## src/rtl/asram_pkg.sv

```systemverilog
`timescale 1ns/1ps
package asram_pkg;

  typedef enum logic [2:0] {
    ST_IDLE,
    ST_READ,
    ST_RFLOAT,
    ST_WRITE,
    ST_WHOLD,
    ST_SLEEP,
    ST_WAKE
  } ctrlState_e;

  // Strobes from the controller to the datapath. The pin fields are
  // registered in the controller; load and capture act at the coming edge.
  typedef struct packed {
    logic selOn;
    logic readOn;
    logic writeOn;
    logic driveOn;
    logic load;
    logic capture;
  } ctrlStrobes_t;

  function automatic int ceilCycles(input int durPs, input int clkPs);
    return (durPs + clkPs - 1) / clkPs;
  endfunction

  function automatic int maxOf(input int a, input int b);
    return (a > b) ? a : b;
  endfunction

endpackage

```

## src/rtl/asram_ctrl_fsm.sv

```systemverilog
`timescale 1ns/1ps
module asram_ctrl_fsm
  import asram_pkg::*;
#(
  parameter int WHZ_CYC   = 1,
  parameter int WP_CYC    = 3,
  parameter int WHOLD_CYC = 1,
  parameter int RD_CYC    = 3,
  parameter int OHZ_CYC   = 1,
  parameter int WAKE_CYC  = 3,
  parameter int CNT_W     = 2
) (
  input  logic         clk,
  input  logic         rstN,
  input  logic         reqValid,
  input  logic         reqWrite,
  input  logic         sleepReq,
  output ctrlStrobes_t strobes,
  output logic         hostReady
);

  localparam logic [CNT_W-1:0] WP_LAST    = CNT_W'(WP_CYC - 1);
  localparam logic [CNT_W-1:0] WHOLD_LAST = CNT_W'(WHOLD_CYC - 1);
  localparam logic [CNT_W-1:0] RD_LAST    = CNT_W'(RD_CYC - 1);
  localparam logic [CNT_W-1:0] OHZ_LAST   = CNT_W'(OHZ_CYC - 1);
  localparam logic [CNT_W-1:0] WAKE_LAST  = CNT_W'(WAKE_CYC - 1);
  localparam logic [CNT_W-1:0] WHZ_COUNT  = CNT_W'(WHZ_CYC);

  ctrlState_e       stateQ, nextState;
  logic [CNT_W-1:0] cntQ, nextCnt;
  logic             loadNow, captureNow, doneNow;
  logic             selQ, readQ, writeQ, driveQ, readyQ;
  logic             selNext, readNext, writeNext, driveNext;

  // Next-state logic; cntQ counts cycles spent in the current state.
  always_comb begin
    nextState  = stateQ;
    nextCnt    = cntQ + 1'b1;
    loadNow    = 1'b0;
    captureNow = 1'b0;
    doneNow    = 1'b0;
    unique case (stateQ)
      ST_IDLE: begin
        nextCnt = '0;
        if (sleepReq) begin
          nextState = ST_SLEEP;
        end else if (reqValid) begin
          loadNow   = 1'b1;
          nextState = reqWrite ? ST_WRITE : ST_READ;
        end
      end
      ST_READ: begin
        if (cntQ == RD_LAST) begin
          captureNow = 1'b1;
          nextState  = ST_RFLOAT;
          nextCnt    = '0;
        end
      end
      ST_RFLOAT: begin
        if (cntQ == OHZ_LAST) begin
          doneNow   = 1'b1;
          nextState = ST_IDLE;
          nextCnt   = '0;
        end
      end
      ST_WRITE: begin
        if (cntQ == WP_LAST) begin
          nextState = ST_WHOLD;
          nextCnt   = '0;
        end
      end
      ST_WHOLD: begin
        if (cntQ == WHOLD_LAST) begin
          doneNow   = 1'b1;
          nextState = ST_IDLE;
          nextCnt   = '0;
        end
      end
      ST_SLEEP: begin
        nextCnt = '0;
        if (!sleepReq) nextState = ST_WAKE;
      end
      ST_WAKE: begin
        if (cntQ == WAKE_LAST) begin
          nextState = ST_IDLE;
          nextCnt   = '0;
        end
      end
      default: begin
        nextState = ST_IDLE;
        nextCnt   = '0;
      end
    endcase
  end

  // Pin strobes are decoded from the next state and registered, so every
  // RAM control pin leaves a flop at the same edge as the state change.
  always_comb begin
    selNext   = (nextState == ST_READ) || (nextState == ST_WRITE);
    readNext  = (nextState == ST_READ);
    writeNext = (nextState == ST_WRITE);
    driveNext = ((nextState == ST_WRITE) && (nextCnt >= WHZ_COUNT)) ||
                ((nextState == ST_WHOLD) && (nextCnt == '0));
  end

  always_ff @(posedge clk or negedge rstN) begin
    if (!rstN) begin
      stateQ <= ST_IDLE;
      cntQ   <= '0;
      selQ   <= 1'b0;
      readQ  <= 1'b0;
      writeQ <= 1'b0;
      driveQ <= 1'b0;
      readyQ <= 1'b0;
    end else begin
      stateQ <= nextState;
      cntQ   <= nextCnt;
      selQ   <= selNext;
      readQ  <= readNext;
      writeQ <= writeNext;
      driveQ <= driveNext;
      readyQ <= doneNow;
    end
  end

  always_comb begin
    strobes.selOn   = selQ;
    strobes.readOn  = readQ;
    strobes.writeOn = writeQ;
    strobes.driveOn = driveQ;
    strobes.load    = loadNow;
    strobes.capture = captureNow;
  end

  assign hostReady = readyQ;

endmodule

```

## src/rtl/asram_datapath.sv

```systemverilog
`timescale 1ns/1ps
module asram_datapath
  import asram_pkg::*;
#(
  parameter int ADDR_W = 17,
  parameter int DATA_W = 8
) (
  input  logic              clk,
  input  logic              rstN,
  input  ctrlStrobes_t      strobes,
  input  logic [ADDR_W-1:0] reqAddr,
  input  logic [DATA_W-1:0] reqWdata,
  input  logic [DATA_W-1:0] ramDin,
  output logic [ADDR_W-1:0] ramAddr,
  output logic [DATA_W-1:0] ramDout,
  output logic              ramDoutEn,
  output logic              ramCs1N,
  output logic              ramCs2,
  output logic              ramOeN,
  output logic              ramWeN,
  output logic [DATA_W-1:0] hostRdata
);

  logic [ADDR_W-1:0] addrQ;
  logic [DATA_W-1:0] wdataQ;
  logic [DATA_W-1:0] rdataQ;

  // Address and write data are frozen for the whole access.
  always_ff @(posedge clk or negedge rstN) begin
    if (!rstN) begin
      addrQ  <= '0;
      wdataQ <= '0;
    end else if (strobes.load) begin
      addrQ  <= reqAddr;
      wdataQ <= reqWdata;
    end
  end

  always_ff @(posedge clk or negedge rstN) begin
    if (!rstN) begin
      rdataQ <= '0;
    end else if (strobes.capture) begin
      rdataQ <= ramDin;
    end
  end

  assign ramAddr   = addrQ;
  assign ramDout   = wdataQ;
  assign ramDoutEn = strobes.driveOn;
  assign ramCs1N   = ~strobes.selOn;
  assign ramCs2    = strobes.selOn;
  assign ramOeN    = ~strobes.readOn;
  assign ramWeN    = ~strobes.writeOn;
  assign hostRdata = rdataQ;

endmodule

```

## src/rtl/asram_ctrl.sv

```systemverilog
`timescale 1ns/1ps
module asram_ctrl
  import asram_pkg::*;
#(
  parameter int ADDR_W       = 17,
  parameter int DATA_W       = 8,
  parameter int CLK_PS       = 20000,
  parameter int T_WRPULSE_PS = 40000,
  parameter int T_SELWR_PS   = 45000,
  parameter int T_ADDRWR_PS  = 45000,
  parameter int T_DSETUP_PS  = 25000,
  parameter int T_WRCYC_PS   = 55000,
  parameter int T_WRFLOAT_PS = 20000,
  parameter int T_ACC_PS     = 55000,
  parameter int T_OEACC_PS   = 25000,
  parameter int T_RDCYC_PS   = 55000,
  parameter int T_OEFLOAT_PS = 20000
) (
  input  logic              clk,
  input  logic              rstN,
  input  logic              reqValid,
  input  logic              reqWrite,
  input  logic [ADDR_W-1:0] reqAddr,
  input  logic [DATA_W-1:0] reqWdata,
  input  logic              sleepReq,
  output logic              hostReady,
  output logic [DATA_W-1:0] hostRdata,
  output logic [ADDR_W-1:0] ramAddr,
  output logic              ramCs1N,
  output logic              ramCs2,
  output logic              ramOeN,
  output logic              ramWeN,
  output logic [DATA_W-1:0] ramDout,
  output logic              ramDoutEn,
  input  logic [DATA_W-1:0] ramDin
);

  // Cycle counts, each rounded up from the picosecond minimum.
  localparam int WHZ_CYC   = maxOf(1, ceilCycles(T_WRFLOAT_PS, CLK_PS));
  localparam int WP_CYC    = maxOf(
      maxOf(ceilCycles(T_WRPULSE_PS, CLK_PS), ceilCycles(T_SELWR_PS, CLK_PS)),
      maxOf(ceilCycles(T_ADDRWR_PS, CLK_PS), WHZ_CYC + ceilCycles(T_DSETUP_PS, CLK_PS)));
  localparam int WHOLD_CYC = maxOf(1, ceilCycles(T_WRCYC_PS, CLK_PS) - WP_CYC);
  localparam int RD_CYC    = maxOf(
      maxOf(ceilCycles(T_ACC_PS, CLK_PS), ceilCycles(T_OEACC_PS, CLK_PS)),
      maxOf(1, ceilCycles(T_RDCYC_PS, CLK_PS)));
  localparam int OHZ_CYC   = maxOf(1, ceilCycles(T_OEFLOAT_PS, CLK_PS));
  localparam int WAKE_CYC  = maxOf(1, ceilCycles(T_RDCYC_PS, CLK_PS));
  localparam int LONGEST   = maxOf(maxOf(maxOf(WP_CYC, WHOLD_CYC), maxOf(RD_CYC, OHZ_CYC)),
                                   WAKE_CYC);
  localparam int CNT_W     = $clog2(LONGEST + 1);

  ctrlStrobes_t strobes;

  asram_ctrl_fsm #(
    .WHZ_CYC  (WHZ_CYC),
    .WP_CYC   (WP_CYC),
    .WHOLD_CYC(WHOLD_CYC),
    .RD_CYC   (RD_CYC),
    .OHZ_CYC  (OHZ_CYC),
    .WAKE_CYC (WAKE_CYC),
    .CNT_W    (CNT_W)
  ) ctrl_i (
    .clk      (clk),
    .rstN     (rstN),
    .reqValid (reqValid),
    .reqWrite (reqWrite),
    .sleepReq (sleepReq),
    .strobes  (strobes),
    .hostReady(hostReady)
  );

  asram_datapath #(
    .ADDR_W(ADDR_W),
    .DATA_W(DATA_W)
  ) dp_i (
    .clk      (clk),
    .rstN     (rstN),
    .strobes  (strobes),
    .reqAddr  (reqAddr),
    .reqWdata (reqWdata),
    .ramDin   (ramDin),
    .ramAddr  (ramAddr),
    .ramDout  (ramDout),
    .ramDoutEn(ramDoutEn),
    .ramCs1N  (ramCs1N),
    .ramCs2   (ramCs2),
    .ramOeN   (ramOeN),
    .ramWeN   (ramWeN),
    .hostRdata(hostRdata)
  );

endmodule

```

## config.mk

```make
export PLATFORM = sky130hd
export DESIGN_NAME = asram_ctrl
export DESIGN_NICKNAME = d
export VERILOG_FILES = /design/src/rtl/asram_pkg.sv /design/src/rtl/asram_ctrl_fsm.sv /design/src/rtl/asram_datapath.sv /design/src/rtl/asram_ctrl.sv
export SDC_FILE = /design/constraint.sdc
export NUM_CORES = 1
export LEC_CHECK = 0
export CAP_MARGIN = 20
export CORE_MARGIN = 2
export CORE_UTILIZATION = 48
export CTS_BUF_LIST = sky130_fd_sc_hd__clkbuf_16
export DETAILED_ROUTE_END_ITERATION = 10
export DONT_BUFFER_PORTS = 1
export PLACE_DENSITY = 0.67
export SYNTH_ARGS = -nofsm -noshare
export SYNTH_HDL_FRONTEND = slang
export SYNTH_HIERARCHICAL = 1
export SYNTH_SLANG_ARGS = --single-unit
```

## constraint.sdc

```tcl
create_clock -name clk -period 2.5 [get_ports clk]
set_clock_uncertainty 0.05 [all_clocks]
set_input_delay 0.125 -clock clk [delete_from_list [all_inputs] [get_ports clk]]
set_output_delay 0.125 -clock clk [all_outputs]
set_load 0.02 [all_outputs]
```

* After elaboration in Yosys (flattened, before gate mapping) *
Index checks and enable logic that the tools add are counted.

storage, ports and cells
  bits in registers = 43
  input bits = 38
  word-level logic and storage cells = 53

operators by class
  add/subtract/negate cells = 1
  order comparisons = 1
  equality and inequality tests = 10
  muxes and demuxes = 19
  bitwise operators = 3
  reductions and logical operators = 9

operators with widths
  cell                 number
  $mux 3               7
  $pmux 3 s6           1
  $eq 3x3->1 const B   4
  $eq 3x2->1 const B   3
  $mux 1               7
  $eq 3x1->1 const B   2
  $mux 2               3
  $logic_not 2->1      2
  $pmux 2 s2           1
  $logic_not 3->1      1
  $not 1->1            3
  $reduce_or 3->1      1
  $add 2x1->2 const B  1
  $eq 2x2->1 const B   1
  $ge 2x1->1 const B   1
  $logic_and 1x1->1    2
  $logic_or 1x1->1     2
  $reduce_or 2->1      1

* Longest topological paths before layout *
Gate-level depths: netlist of the first run.

  word-level depth = 7
  mapped depth = 7
  mapped depth without buffers = 7

* By module *
The synthesis of the first run kept the hierarchy.

by module, submodules not included
  module          times used  cells each  area each (sq um)
  asram_datapath  1           75          1355.0
  asram_ctrl_fsm  1           64          679.4

* Worst setup path after synthesis of the first run *
Ideal clock, no wire load.

  path type = register to register
  from = register ctrl_i.cntQ[0]
  to = register ctrl_i.driveQ
  data arrival time = 1657 ps
  required time = 2358 ps
  slack = 701 ps
  stages on the path, launching flop included = 8
  path buffers = 0
  clock period less this slack = 1799 ps
  cell sequence = dfrtp_1 -> inv_1 -> ha_1 -> xor2_1 -> mux4_2 -> a21o_1 -> nand4bb_1 -> o31ai_2

on the way
  word-level cells in the longest chain between the ends = 6
  elaborated cells on any way between the ends = 18
  classes of those cells = add/sub (1); order compare (1); eq/ne (3); mux (8); reduce/logical (5)

ends and longest elaborated chain
  item                                                  RTL line                                      text
  from (decl)                                           asram_ctrl_fsm.sv:30                          logic [CNT_W-1:0] cntQ, nextCnt;
  from (signal assigned)                                asram_ctrl_fsm.sv:117                         cntQ <= nextCnt;
  $eq 2x2->1 / $logic_not 2->1 (equally long branches)  --
  $mux 3, on equally long branches                      --
  $pmux 3 s6 (*)                                        asram_ctrl_fsm.sv:42                          unique case (stateQ)
  via ctrl_i.nextState[1]                               asram_ctrl_fsm.sv:29                          ctrlState_e stateQ, nextState;
  $eq 3x2->1 / $eq 3x3->1 (equally long branches)       asram_ctrl_fsm.sv:102, asram_ctrl_fsm.sv:103
  $logic_and 1x1->1, on equally long branches           asram_ctrl_fsm.sv:102, asram_ctrl_fsm.sv:103
  $logic_or 1x1->1 (*)                                  asram_ctrl_fsm.sv:102                         driveNext = ((nextState == ST_WRITE) && (nextCnt >= WHZ_COUNT)) ||
  via ctrl_i.driveNext                                  asram_ctrl_fsm.sv:33                          logic selNext, readNext, writeNext, driveNext;
  to (signal assigned)                                  asram_ctrl_fsm.sv:121                         driveQ <= driveNext;
  to (decl)                                             asram_ctrl_fsm.sv:32                          logic selQ, readQ, writeQ, driveQ, readyQ;

The timed path passes the listed nets; every way through them passes the cells marked *.
A chain may end at the register's enable or synchronous reset.

* Final worst setup path of the first run *
Same ends and word-level chain as after synthesis.

==> metrics.txt, run 1 <==
total CTS buffers=5; WHS Path Cells=3; dpl hpwl=~2.4 mm; final core occ=between 60% and 70%; Max Fclk=between 500 and 600 MHz; layout cells sized above 1=~30%; Skew-Pair Late Insertion Delay=~270 ps; Buf+Inv Stages, Crit Path=1; Synth Net Count=between 150 and 200; total number of vias=roughly 1.1k; Slowest Stage Delay on Critical Path=between 400 and 500 ps; syn_area_per_cell=~15 µm²; clk slew on worst S/H paths=~60 ps; CP startpoint kind=register; CP max-delay cell=mux4_2; FF-to-FF setup slack=between 500 and 600 ps; YS warnings=6; gr usage total=between 10% and 20%; CP Max Fanout=5; max-slew violations=0; sequential share of the synthesized area=52.9%; synthesized flop and latch total=43; hold crit path type=in2reg; row cnt=23; power per standard cell area=~1300 nW/µm²; # DRC=0; H-tree Lvls=2; CP Data Arrival Time=approximately 2100 ps; r2r worst-path depth=7; Root Buffer=clkbuf_16; Hold Path End=ctrl_i/stateQ[2]; Die H=roughly 69 µm; vias in the first global route=~1.2k; Starting Density=about 50%; Lkg Pwr=about 1.1 nW; Final nets=211; I/O Buffers=0; Final Cycle Share=between 70% and 80%; critical path's top delay family=multiplexers; WL final=roughly 3.6 mm; Fin. Hold Viols=0; core area=between 4000 and 5000 µm²; Vias per Instance=approximately 5.2; Post-Synthesis Cells=approximately 140; GRT overflow=0; P&R area growth vs syn=23.4%; CTS Buffer Depth=2; Fillers=327; I/O pin total=77; Routed WL per cell=between 15 and 20 µm; setup violators final=0; EDFF count, synth=0; asr flop ratio synth=between 90% and 100%; worst slew pin tran=497 ps; Final min period=approximately 1900 ps; first-pass GRT wire length=between 6 and 7 mm; reg-to-reg critical path endpoint=ctrl_i/driveQ; Netlist cell types=33; Max Cap Viol=0; Final ANT Viol Nets=0; initial antenna violation count=0; Pre-Repair DR Iteration Count=4; clk sinks=43; predominant post-synthesis flop cell=dfrtp_1; worst r2r src=ctrl_i/cntQ[0]; GPL Wtd Cong=0.802; hold path startpoint=sleepReq; setup_tns=0 ps; # diodes=0; Die Wd=roughly 70 µm; nature of the critical path endpoint=register; TritonCTS clock tree=done; Critical Path RT=2640 ps; maximum vdd drop=approximately 680 µV; Crit Path Class=reg2reg; DR iter-0 viols=48; Syn Std Cell Area=between 2000 and 2500 µm²; die area=approximately 4800 µm²; largest net degree at the start of global routing=between 40 and 50; worst path cell trace=inv_1, ha_1, xor2_1, mux4_2, a21o_1, nand4bb_1, o31ai_2; run status=complete, no violations; RSZ-0062 raised after global routing=no; Rel. slew slack=between 60 and 70%
[where the power goes]
group	leakage (nW)	total (mW)	internal (mW)	switching (mW)
clock network	0.0811	0.687	0.461	0.226
logic	0.519	0.967	0.586	0.380
registers	0.528	1.68	1.03	0.646
total	1.13	3.33	2.08	1.25
[cells in the mapped netlist, types with 2 or more instances]
library cell | number | area (µm²)
o2bb2ai_1 | 2 | 17.5
buf_4 | 8 | 60.1
buf_12 | 2 | 40.0
nand3b_1 | 2 | 15.0
nor2b_1 | 2 | 12.5
nand2b_1 | 2 | 12.5
mux2_2 | 14 | 158
xor2_1 | 2 | 17.5
buf_6 | 4 | 45.0
dfrtp_1 | 43 | 1080
inv_1 | 6 | 22.5
mux2i_1 | 3 | 30.0
o221ai_1 | 2 | 17.5
mux2_4 | 20 | 300
ha_1 | 4 | 50.1
nor2_1 | 5 | 18.8
nand2_1 | 2 | 7.51
[flip-flops by register name, summed over array words and instances (netlist names)]
name              cells
ctrl_i/cntQ           2
ctrl_i/driveQ         1
ctrl_i/hostReady      1
ctrl_i/readQ          1
ctrl_i/selQ           1
ctrl_i/stateQ         3
ctrl_i/writeQ         1
dp_i/hostRdata        8
dp_i/ramAddr         17
dp_i/ramDout          8
[worst min-delay path: stages]
cell	delay, ps
nand2b_1	50
o21ai_1	100
mux2_2	180
[worst max-delay path by stage]
stage                    end  slack [ps]            from  cells past startpoint
3_3_place_gp   ctrl_i/driveQ         630  ctrl_i/cntQ[0]                      7
3_5_place_dp   ctrl_i/driveQ         590  ctrl_i/cntQ[0]                      7
6_report       ctrl_i/driveQ         560  ctrl_i/cntQ[0]                      7
4_1_cts        ctrl_i/driveQ         550  ctrl_i/cntQ[0]                      7
5_1_grt        ctrl_i/driveQ         450  ctrl_i/cntQ[0]                      7
2_1_floorplan  ctrl_i/driveQ         700  ctrl_i/cntQ[0]                      7
[layout by cell type, fill, tap and decap left out, types with 2 or more instances in the layout]
master | netlist | layout
dfrtp_1 | 43 | 43
dlygate4sd3_1 | 0 | 35
mux2_4 | 20 | 20
mux2_2 | 14 | 14
inv_1 | 6 | 7
clkbuf_16 | 0 | 5
nor2_1 | 5 | 5
ha_1 | 4 | 4
mux2i_1 | 3 | 3
nand2b_1 | 2 | 2
nand2_1 | 2 | 2
nand3b_1 | 2 | 2
o221ai_1 | 2 | 2
nor2b_1 | 2 | 2
o2bb2ai_1 | 2 | 2
xor2_1 | 2 | 2
buf_12 | 2 | 2
[final cells by class]
cell class,instances,area (µm²),area share (%)
multi-input combinational,73,782,31.2
timing repair buffer,38,398,15.9
clock buffer,5,125,4.99
clock inverter,2,33.8,1.35
inverter,8,32.5,1.30
sequential,43,1080,42.9
tap,50,62.6,2.49
[kinds of logic (layout without fill, tap and decap cells)]
group,after synthesis,count (layout),synth area share (%)
flops,43,43,52.9
mux,38,38,25.1
buf+inv,23,53,8.98
simple gates,21,21,6.52
compound gates,8,8,3.20
fa+ha+maj,4,4,2.46
xor+xnor,2,2,0.861
[per-layer routing]
layer	vias up	GRT usage, %	part of all wire, %
li1	527	-	-
met1	564	18.4	41
met2	45	27.9	52
met3	3	5.99	6.7
met4	0	4.58	0.44
met5	-	0	0
[through the flow]
step           hold slack [ps]  setup slack, ps  total power [mW]  std cells  cell area, µm²
2_1_floorplan             -221              701              2.52        139            2030
3_3_place_gp              -220              633              2.54        176            1980
3_5_place_dp              -220              592              2.60        176            1980
4_1_cts                    175              551              3.37        219            2510
5_1_grt                    208              454              3.52        219            2510
6_report                   172              558              3.33        219            2510
[timing repair]
item / in CTS / in global routing
hold endpoints to repair: 77 / 0
resized for setup: 0 / 0
buffers inserted: 0 / 0
hold buffers: 36 / 0
No activity file was read; power rests on OpenSTA's default activity.
==> run 2, diff against run 1 <==
Clock period 2.5 ns to 1.8 ns, I/O delays scaled along.
==> run 2 against run 1 <==
Effect of this change: via count down 0.26%; sequential power up 36%; clock-buffer cell count unchanged; combinational power up 62%; critical endpoint unchanged; global-route usage up 0.58 points; sequential share of layout area down 1.1 points; largest power group unchanged; largest cell class unchanged.
==> metrics.txt, run 2 (synthesized netlist as in run 1, its figures left out) <==
hold path startpoint=reqWrite; I/O pin total=77; total CTS buffers=5; Final min period=around 1800 ps; worst path cell trace=ha_4, xor2_1, mux4_2, a21o_1, nand4bb_1, o31ai_2; H-tree Lvls=2; maximum vdd drop=roughly 900 µV; Pre-Repair DR Iteration Count=4; clk slew on worst S/H paths=approximately 60 ps; Rel. slew slack=between 70 and 80%; worst r2r src=ctrl_i/cntQ[1]; final core occ=approximately 64%; DR iter-0 viols=53; run status=complete, no violations; Hold Path End=ctrl_i/stateQ[1]; Final ANT Viol Nets=0; CTS Buffer Depth=2; largest net degree at the start of global routing=44; Max Cap Viol=0; RSZ-0062 raised after global routing=yes; WL final=between 3 and 4 mm; Slowest Stage Delay on Critical Path=approximately 460 ps; total number of vias=1136; dpl hpwl=~2.4 mm; vias in the first global route=about 1.3k; Starting Density=between 50% and 60%; Critical Path RT=1940 ps; CP Data Arrival Time=around 1900 ps; initial antenna violation count=0; area occupied by multi-input gates=between 800 and 900 µm²; commonest non-fill, non-tap cell in the layout=dfrtp_1; r2r worst-path depth=6; hold crit path type=in2reg; die area=roughly 4800 µm²; CP startpoint kind=register; Routed WL per cell=around 17 µm; worst slack at placement=-62.3 ps; Crit Path Class=reg2reg; P&R area growth vs syn=26.7%; power per standard cell area=about 1800 nW/µm²; Skew-Pair Late Insertion Delay=between 200 and 300 ps; Fin Hold WS=44.3 ps; Buf+Inv Stages, Crit Path=0; gr usage total=between 10% and 20%; total power=4.68 mW; commonest non-fill, non-tap cells in the layout=42 x dfrtp_1, 34 x dlygate4sd3_1, 20 x mux2_4, 14 x mux2_2, 10 x buf_4; Vias per Instance=approximately 5; Max Fclk=between 500 and 600 MHz; critical path's top delay family=multiplexers; clk sinks=43; max-slew violations=0; # diodes=0; row cnt=23; Root Buffer=clkbuf_16; Fillers=approximately 320; reg-to-reg critical path endpoint=ctrl_i/driveQ; first-pass GRT wire length=a little over 6 mm; core area=just over 4000 µm²; Lkg Pwr=about 1.2 nW; # DRC=0; max FFs per register=17; layout cells sized above 1=roughly 37%; GPL Wtd Cong=a little under 0.9; Die Wd=between 60 and 70 µm; CP max-delay cell=mux4_2; CP Max Fanout=3; WHS Path Cells=2; dpl cell area=2030 µm²; Final Cycle Share=approximately 100%; setup violators final=0; nature of the critical path endpoint=register; Final nets=219; TritonCTS clock tree=done; Die H=~70 µm; GRT overflow=0; FF+latch area=between 1000 and 1500 µm²; worst slew pin tran=between 300 and 400 ps; FF-to-FF setup slack=around 0.45 ps; Fin. Hold Viols=0; Finished Cell Area=2580 µm²; I/O Buffers=0; final worst setup slack=0.450 ps
-- run 2: changes by cell type in the layout (fill, tap and decap cells not counted), moves of 2 or more --
cell,delta
buf_4,+9
clkinv_1,+2
ha_1,-2
ha_4,+2
inv_1,-3
inv_2,+2
-- run 2: timing repair --
item	CTS	global route
gates resized for setup	5	3
pin swaps	3	2
hold endpoints to repair	76	0
setup endpoints to repair	1	2
hold buffers	35	0
buffers inserted	1	1
-- run 2: worst max-delay path by stage --
| stage | from | endpoint | depth (start not counted) |
|---|---|---|---|
| global placement | ctrl_i/cntQ[0] | ctrl_i/driveQ | 7 |
| finish | ctrl_i/cntQ[1] | ctrl_i/driveQ | 6 |
| global route | ctrl_i/cntQ[1] | ctrl_i/driveQ | 6 |
| CTS | ctrl_i/cntQ[1] | ctrl_i/driveQ | 7 |
| detailed placement | ctrl_i/cntQ[0] | ctrl_i/driveQ | 7 |
| floorplan | ctrl_i/cntQ[0] | ctrl_i/driveQ | 7 |
-- run 2: layer usage --
metal,vias to the layer above,wire [µm],track usage (%)
met5,-,0,0
met4,0,21,5.88
met1,549,1560,19.9
li1,541,-,-
met3,2,286,5.85
met2,44,1900,27.7
-- run 2: power by group --
group          leakage, nW  internal (mW)  total, mW  switching (mW)
clock               0.0649          0.503      0.822           0.320
combinational        0.562          0.945       1.57           0.628
sequential           0.527           1.44       2.28           0.843
-- run 2: area by class of cell --
| class | count | share of cell area (%) |
|---|---|---|
| Clock inverter | 3 | 0.583 |
| Timing Repair Buffer | 46 | 17.7 |
| Tap cell | 50 | 2.43 |
| Sequential cell | 43 | 41.8 |
| Clock buffer | 5 | 4.85 |
| Inverter | 8 | 1.26 |
| Multi-Input combinational cell | 73 | 31.4 |
-- run 2: worst register-to-register path, delay by kind of cell, from the launching register on --
kind	cells	cell delay, ps
DFF	1	430
AOI/OAI and AO/OA	2	260
adders and majority gates	1	180
xor gates and xnor gates	1	130
muxes	1	460
and+or+nand+nor	1	190
-- run 2: metrics by stage --
step / std cells / TNS [ps]
final: 228 / 0
after global routing: 228 / -150
after CTS: 227 / -5.96
after detailed placement: 183 / -62.3
after global placement: 183 / -15.4
after floorplan: 139 / 0
==> run 3, diff against run 2 <==
Settings changed: PLACE_DENSITY 0.67 to 0.65.
==> run 3 against run 2 <==
Effect of this change: the flow now finishes with violations (setup timing); sequential power increased by 2%; sequential cell count did not move; global-route usage increased by 0.39 points; largest cell class unchanged; highest routed layer unchanged.
==> metrics.txt, run 3 (synthesized netlist as in run 1, its figures left out) <==
RSZ-0062 raised after global routing=yes; GPL Wtd Cong=a little under 0.7; Fin Hold WS=a little over 50 ps; row cnt=23; clk sinks=43; Final min period=about 1800 ps; Skew-Pair Late Insertion Delay=roughly 270 ps; Root Buffer=clkbuf_16; H-tree Lvls=2; run status=complete, but fails checks; Max Fclk=552 MHz; final worst setup slack=-11.5 ps; first-pass GRT wire length=about 6.5 mm; maximum vdd drop=approximately 760 µV; Fillers=around 310; Routed WL per cell=between 15 and 20 µm; commonest non-fill, non-tap cells in the layout=43 x dfrtp_1, 34 x dlygate4sd3_1, 20 x mux2_4, 14 x mux2_2, 6 x buf_4; Lkg Pwr=about 1.1 nW; Fin. Hold Viols=0; Vias per Instance=5.22; CP startpoint kind=register; nature of the critical path endpoint=register; dpl hpwl=about 2.4 mm; sw frac=about two fifths; Gate power share=between 30% and 40%; Power Internal=2.85 mW; initial antenna violation count=0; vias in the first global route=roughly 1.3k; Critical Path RT=approximately 1900 ps; P&R area growth vs syn=25.7%; layout cells sized above 1=between 30% and 40%; Crit Path Class=reg2reg; Pre-Repair DR Iteration Count=4; I/O Buffers=0; power per standard cell area=around 1800 nW/µm²; hold crit path type=in2reg; core area=4030 µm²; GRT overflow=0; Rel. slew slack=~72%; largest net degree at the start of global routing=between 40 and 50; Final nets=roughly 220; # DRC=0; Die H=a little under 70 µm; worst slew pin tran=419 ps; Final Cycle Share=101%; I/O pin total=77; Sw Pwr=approximately 1.8 mW; CP Data Arrival Time=around 2000 ps; CP Max Fanout=4; Clock Power Share=approximately 18%; max FFs per register=17; Starting Density=50.5%; final core occ=a little under two thirds; commonest non-fill, non-tap cell in the layout=dfrtp_1; # diodes=0; sequential power share=roughly 50%; Die Wd=between 60 and 70 µm; gr usage total=17.0%; failing checks=setup timing; Final ANT Viol Nets=0; DR iter-0 viols=around 70; CTS Buffer Depth=2; total number of vias=around 1.2k; max-slew violations=0; WL final=3.89 mm; TritonCTS clock tree=done; setup violators final=1; clk slew on worst S/H paths=about 60 ps; total CTS buffers=5; die area=between 4000 and 5000 µm²; Max Cap Viol=0
==> run 3: final timing paths <==
path / startpoint / to / slack, ps / cells past startpoint
setup reg to reg: ctrl_i/cntQ[1] / ctrl_i/driveQ / -10 / 6
max in group asynchronous: rstN / dp_i/ramAddr[11] / 1250 / 2
hold / removal: reqWrite / ctrl_i/stateQ[1] / 50 / 2
min in group asynchronous: rstN / dp_i/ramDout[5] / 250 / 2
setup / recovery: ctrl_i/cntQ[1] / ctrl_i/driveQ / -10 / 6
hold reg to reg: dp_i/ramAddr[9] / dp_i/ramAddr[9] / 620 / 1
==> run 3: cell type report <==
type / instances / area (µm²) / area share, %
sequential: 43 / 1080 / 42.1
multi-input combinational: 73 / 821 / 32.1
timing repair buffer: 42 / 425 / 16.6
clock buffer: 5 / 125 / 4.89
tap: 50 / 62.6 / 2.45
inverter: 8 / 32.5 / 1.27
clock inverter: 3 / 15.0 / 0.587
==> run 3: power by group through the flow <==
stage          clock network [mW]  logic (mW)  registers (mW)
2_1_floorplan                   0        1.35            2.15
3_3_place_gp                    0        1.30            2.31
3_5_place_dp                    0        1.35            2.32
4_1_cts                     0.863        1.49            2.31
5_1_grt                     0.905        1.65            2.39
6_report                    0.837        1.51            2.33
==> run 3: per-layer routing <==
metal	GRT usage, %	wire [µm]
met1	20.8	1590
met4	6.32	56
met3	5.26	245
met2	28.2	2000
met5	0	0
==> run 3: repair_timing <==
action | in CTS | in global routing
hold endpoints to repair | 76 | 0
setup buffers | 1 | 0
pin swaps | 1 | 0
setup endpoints to repair | 2 | 10
resized for setup | 6 | 3
cloned | 0 | 0
hold buffers | 35 | 0
==> run 3: per-stage QoR <==
stage	setup TNS (ps)	area [µm²]	power (mW)	worst slack, ps	std cells
global placement	-37.9	2010	3.60	-37.9	180
finish	-11.5	2560	4.68	-11.5	224
CTS	-9.69	2550	4.66	-9.69	224
floorplan	0	2030	3.50	1.18	139
detailed placement	-78.8	2010	3.66	-77.1	180
global route	-98.1	2560	4.94	-92.8	224
==> run 3: critical path, cell delays in order, from the launching register on <==
cell and delay [ps]:
dfrtp_1 430, ha_4 200, xor2_1 140, mux4_2 450
a21o_1 190, nand4bb_1 190, o31ai_2 80
